[src/rtl/ucc_pkg.sv]
package ucc_pkg;
  typedef enum logic [1:0] {
    LINK_NONE    = 2'd0,
    LINK_CH0     = 2'd1,
    LINK_CH0_REQ = 2'd2,
    LINK_CH1     = 2'd3
  } link_state_t;

  typedef struct packed {
    logic start;
    logic stop;
  } bus_event_t;
endpackage

[src/rtl/ucc_sync.sv]
module ucc_sync #(
  parameter int  STAGES    = 2,
  parameter logic RESET_VAL = 1'b1
) (
  input  logic clk,
  input  logic rst_n,
  input  logic d,
  output logic q,
  output logic q_prev
);
  logic [STAGES-1:0] chain;
  logic              prev_r;

  always_ff @(posedge clk) begin
    if (!rst_n) begin
      chain  <= {STAGES{RESET_VAL}};
      prev_r <= RESET_VAL;
    end else begin
      chain  <= {chain[STAGES-2:0], d};
      prev_r <= chain[STAGES-1];
    end
  end

  assign q      = chain[STAGES-1];
  assign q_prev = prev_r;
endmodule

[src/rtl/ucc_bus_monitor.sv]
module ucc_bus_monitor
  import ucc_pkg::*;
#(
  parameter int SYNC_STAGES = 2
) (
  input  logic       clk,
  input  logic       rst_n,
  input  logic       scl,
  input  logic       sda,
  output bus_event_t ev,
  output logic       busy
);
  logic scl_q, scl_p, sda_q, sda_p;
  logic busy_r;

  ucc_sync #(.STAGES(SYNC_STAGES), .RESET_VAL(1'b1)) u_scl (
    .clk(clk), .rst_n(rst_n), .d(scl), .q(scl_q), .q_prev(scl_p));
  ucc_sync #(.STAGES(SYNC_STAGES), .RESET_VAL(1'b1)) u_sda (
    .clk(clk), .rst_n(rst_n), .d(sda), .q(sda_q), .q_prev(sda_p));

  // SCL high across both samples; SDA edge decides the condition
  always_comb begin
    ev.start = scl_q && scl_p && sda_p && !sda_q;
    ev.stop  = scl_q && scl_p && !sda_p && sda_q;
  end

  always_ff @(posedge clk) begin
    if (!rst_n)        busy_r <= 1'b0;
    else if (ev.start) busy_r <= 1'b1;
    else if (ev.stop)  busy_r <= 1'b0;
  end

  assign busy = busy_r;

  a_r6_start_sets_busy: assert property (@(posedge clk) disable iff (!rst_n)
    ev.start |=> busy);
  a_r6_stop_clears_busy: assert property (@(posedge clk) disable iff (!rst_n)
    ev.stop |=> !busy);
  a_r5_busy_moves_on_event: assert property (@(posedge clk) disable iff (!rst_n)
    !ev.start && !ev.stop |=> $stable(busy));
endmodule

[src/rtl/upstream_connect_ctrl.sv]
module upstream_connect_ctrl
  import ucc_pkg::*;
#(
  parameter int SYNC_STAGES = 2
) (
  input  logic       clk,
  input  logic       rst_n,
  input  logic       wait_stop_mode,
  input  logic [1:0] up_scl,
  input  logic [1:0] up_sda,
  input  logic       ch1_switch_req,
  output logic       conn_ch0,
  output logic       conn_ch1,
  output logic [1:0] bus_busy
);
  localparam int NUM_CH = 2;

  bus_event_t  ev [NUM_CH];
  link_state_t state, state_nxt;
  logic        pend;

  for (genvar c = 0; c < NUM_CH; c++) begin : g_mon
    ucc_bus_monitor #(.SYNC_STAGES(SYNC_STAGES)) u_mon (
      .clk(clk), .rst_n(rst_n),
      .scl(up_scl[c]), .sda(up_sda[c]),
      .ev(ev[c]), .busy(bus_busy[c]));
  end

  always_comb begin
    state_nxt = state;
    unique case (state)
      LINK_NONE: begin
        if (pend && ev[1].stop)  state_nxt = LINK_CH1;
        else if (ev[0].stop)     state_nxt = LINK_CH0;
      end
      LINK_CH0: begin
        if (pend && ev[1].stop)  state_nxt = LINK_CH1;
        else if (pend)           state_nxt = LINK_CH0_REQ;
      end
      LINK_CH0_REQ: begin
        if (ev[1].stop)          state_nxt = LINK_CH1;
      end
      LINK_CH1:                  state_nxt = LINK_CH1;
      default:                   state_nxt = LINK_NONE;
    endcase
  end

  always_ff @(posedge clk) begin
    if (!rst_n) begin
      state <= wait_stop_mode ? LINK_NONE : LINK_CH0;
      pend  <= 1'b0;
    end else begin
      state <= state_nxt;
      if (state_nxt == LINK_CH1)                      pend <= 1'b0;
      else if (ch1_switch_req && state != LINK_CH1)   pend <= 1'b1;
    end
  end

  assign conn_ch0 = (state == LINK_CH0) || (state == LINK_CH0_REQ);
  assign conn_ch1 = (state == LINK_CH1);

  a_r10_exclusive: assert property (@(posedge clk)
    $onehot0({conn_ch0, conn_ch1}));
  a_r7_ch1_at_stop: assert property (@(posedge clk) disable iff (!rst_n)
    $rose(conn_ch1) |-> $past(ev[1].stop));
  a_r2_ch0_at_stop: assert property (@(posedge clk) disable iff (!rst_n)
    $rose(conn_ch0) |-> $past(ev[0].stop));
  a_r11_ch1_holds: assert property (@(posedge clk) disable iff (!rst_n)
    conn_ch1 |=> conn_ch1 && !conn_ch0);
  a_r9_ch0_leaves_only_to_ch1: assert property (@(posedge clk) disable iff (!rst_n)
    $fell(conn_ch0) |-> conn_ch1);
  a_r4_no_req_no_ch1: assert property (@(posedge clk) disable iff (!rst_n)
    !pend && !conn_ch1 |=> !conn_ch1);
endmodule

[config.mk]
export PLATFORM = sky130hd
export DESIGN_NAME = upstream_connect_ctrl
export DESIGN_NICKNAME = d
export VERILOG_FILES = /design/src/rtl/ucc_pkg.sv /design/src/rtl/ucc_sync.sv /design/src/rtl/ucc_bus_monitor.sv /design/src/rtl/upstream_connect_ctrl.sv
export SDC_FILE = /design/constraint.sdc
export NUM_CORES = 1
export LEC_CHECK = 0
export BUFFER_PORTS_ARGS = -buffer_cell sky130_fd_sc_hd__buf_2
export CAP_MARGIN = 20
export CORE_MARGIN = 1
export CORE_UTILIZATION = 25
export DETAILED_ROUTE_END_ITERATION = 10
export SLEW_MARGIN = 20
export SYNTH_ARGS = -nofsm -noshare
export SYNTH_HDL_FRONTEND = slang
export SYNTH_HIERARCHICAL = 1
export SYNTH_SLANG_ARGS = --single-unit
[constraint.sdc]
create_clock -name clk -period 2.3 [get_ports clk]
set_input_delay 0.115 -clock clk [delete_from_list [all_inputs] [get_ports clk]]
set_output_delay 0.115 -clock clk [all_outputs]
set_load 0.01 [all_outputs]
==> results.ini <==
[final_layout]
final_util_pct=33.3
fill_cells=263
num_antenna_cells=0
multi_input_comb_area_sq_um=338
drive_above_1_share_pct=19.8
syn_to_final_growth_pct=23.0
final_common_cell=dfxtp_1
mostFrequentLayoutCells=dfxtp_1 (17), nand2b_1 (12), buf_2 (11)
nets=99
regArea_sq_um=340

[flow_run]
cap_violations=0

[setup_path]
critPathKind=reg -> out
crit_path_start_kind=flip-flop
critPathSlowestCell=dfxtp_1
cp-end-kind=primary output
crit_required_ps=2180
crit_family=flip-flops
rr_worst_depth=5
cp_slowest_stage_delay_ps=420
worstPathCellList=inv_1 > ha_1 > buf_2
path_buf_inv=2
cp_max_fo=6
arrival_ps=1230
r2r_start=state[0]
rrSetupSlack_ps=1000
r2r-end=state[0]

[timing]
fin_tns_setup_ps=0
fmax_mhz=745
drv_slew=0
hold_viol_final=0
fin_crit_sh_pct=58.4
rsz0062_at_grt=false
skew_ps=2.51
max_slew_margin_pct=79.1
setup_viol_count_final=0
worst_pin_slew_ps=313
period_needed_ps=1340

[die]
start_util_pct=27.1
ios=12
die_h_microns=54.5
rows=18
fp.dieW_microns=54.5
die_area_sq_um=2970
core_sq_um=2540

[cts]
root_buffer=clkbuf_4
htreeDepth=1
cts_sinks=17
cts_setup_buffers=0
cts_resized=0
cts_tree=yes
clk_latency_ps=280
cts_buffer_depth=2
clkTransAtPathRegs_ps=90
numCtsBuffers=3

[placement]
hpwl_microns=804
portBuffers=11
routabilityCongestion=0.749

[synthesis]
synth_top_area_share_pct=49.4
synth_top_area_cell=dfxtp_1
netlist_area_sq_um=689
avgSynthCellArea_sq_um=10.3
yosysSeqAreaShare_pct=49.4
yosysUniqueCellTypes=22
ys.warnings.count=6
syn_inst=67
ys_ff_latch=17
yosys-top-cells-area=dfxtp_1 (49%), nand2b_1 (11%), ha_1 (7.3%), o41a_1 (3.3%), and4b_1 (2.9%)
synth_nets=79

[worst_hold_path]
min_from=wait_stop_mode
worst_hold_path.num_cells=3
hold_class=in -> reg
min_to=state[0]

[global_routing]
grtUsageTotal_pct=8.95
grt_pass1_wl_microns=1790
overflow=0
grt_pass1_vias=449
grt_max_degree=19
antenna_found_initial=0

[drt]
first_pass_iters=4
viasPerCell=4.42
drtAntennaViolNets=0
routed_wl_microns=1090
drc=0
wl_per_cell_microns=9.43
vias=513
drtIter0Drc=10

[power_and_ir_drop]
vdd_ir_drop_max_v=0.000476
power_density_nw_per_um2=875
p_leak_nw=0.371

[outcome]
status=completed

-- cell type report --
| type | instances | share of cell area [%] |
|---|---|---|
| Multi-Input combinational cell | 47 | 39.8 |
| Timing Repair Buffer | 15 | 11.2 |
| Clock buffer | 4 | 3.10 |
| Inverter | 3 | 1.33 |
| Tap cell | 30 | 4.42 |
| Sequential cell | 17 | 40.1 |
-- layer usage --
metal / up-vias / GRT usage, % / part of all wire (%)
li1: 268 / - / -
met3: 2 / 2.50 / 2.7
met4: 0 / 6.41 / 0.55
met5: - / 0 / 0
met2: 9 / 15.0 / 50
met1: 234 / 9.53 / 47
-- worst max path at each step --
stage	startpoint	end	depth (start not counted)	slack, ps
after floorplan	state[0]	state[0]	5	1100
final	state[0]	conn_ch0	3	960
after detailed placement	state[0]	state[0]	5	1010
after CTS	state[0]	conn_ch0	3	940
after global routing	state[0]	conn_ch0	3	860
after global placement	state[0]	state[0]	5	1030
-- worst min-delay path, delay by kind of cell --
kind	cells	cell delay, ps
AND/OR/NAND/NOR	1	100
AO/OA/AOI/OAI	1	100
buffers and inverters	1	100
-- through the flow --
stage	total power, W	hold slack (ps)	worst slack [ps]	cell area [sq um]	cells
floorplan	0.000533	188	1100	689	67
global placement	0.000590	293	1030	782	108
detailed placement	0.000594	300	1010	782	108
CTS	0.000756	147	938	848	116
global route	0.000808	139	863	848	116
finish	0.000742	156	958	848	116
-- flip-flops by register name (all words and copies together), names as in the netlist --
| signal | flops |
|---|---|
| g_mon.u_mon/u_sda/q_prev | 2 |
| g_mon.u_mon/u_scl/q_prev | 2 |
| pend | 1 |
| g_mon.u_mon/busy | 2 |
| g_mon.u_mon/u_scl/chain | 4 |
| state | 2 |
| g_mon.u_mon/u_sda/chain | 4 |
-- synth_stat cells, drive strengths merged --
cell	n
dfxtp	17
a31oi	1
nand2b	12
a21boi	3
and4b	2
nand2	1
o21ai	4
a31o	1
mux2i	1
ha	4
nand3b	1
nor2b	1
nor2	5
o41a	2
o211ai	1
o31ai	1
and2b	2
and2	2
and3	1
inv	3
nand3	2
-- report_power, final --
group	leakage [nW]	switching (W)	internal (W)
clock network	0.0150	0.0000851	0.0000673
registers	0.141	0.0000333	0.000329
logic	0.216	0.000120	0.000108
total	0.371	0.000238	0.000504
-- cells by family (layout without fill, tap and decap cells) --
group	after synthesis	count (layout)	share of synthesized area, %
AND/OR/NAND/NOR	29	29	25.8
flip-flops	17	17	49.4
AO/OA/AOI/OAI	13	13	14.5
adder cells (fa/ha/maj)	4	4	7.26
buffers and inverters	3	22	1.63
multiplexers	1	1	1.45
-- timing repair --
| item | 4_1_cts | 5_1_grt |
|---|---|---|
| setup endpoints to repair | 0 | 0 |
| hold endpoints to repair | 4 | 0 |
| hold buffers | 4 | 0 |
Note: power is estimated with default switching activity, not from simulation.
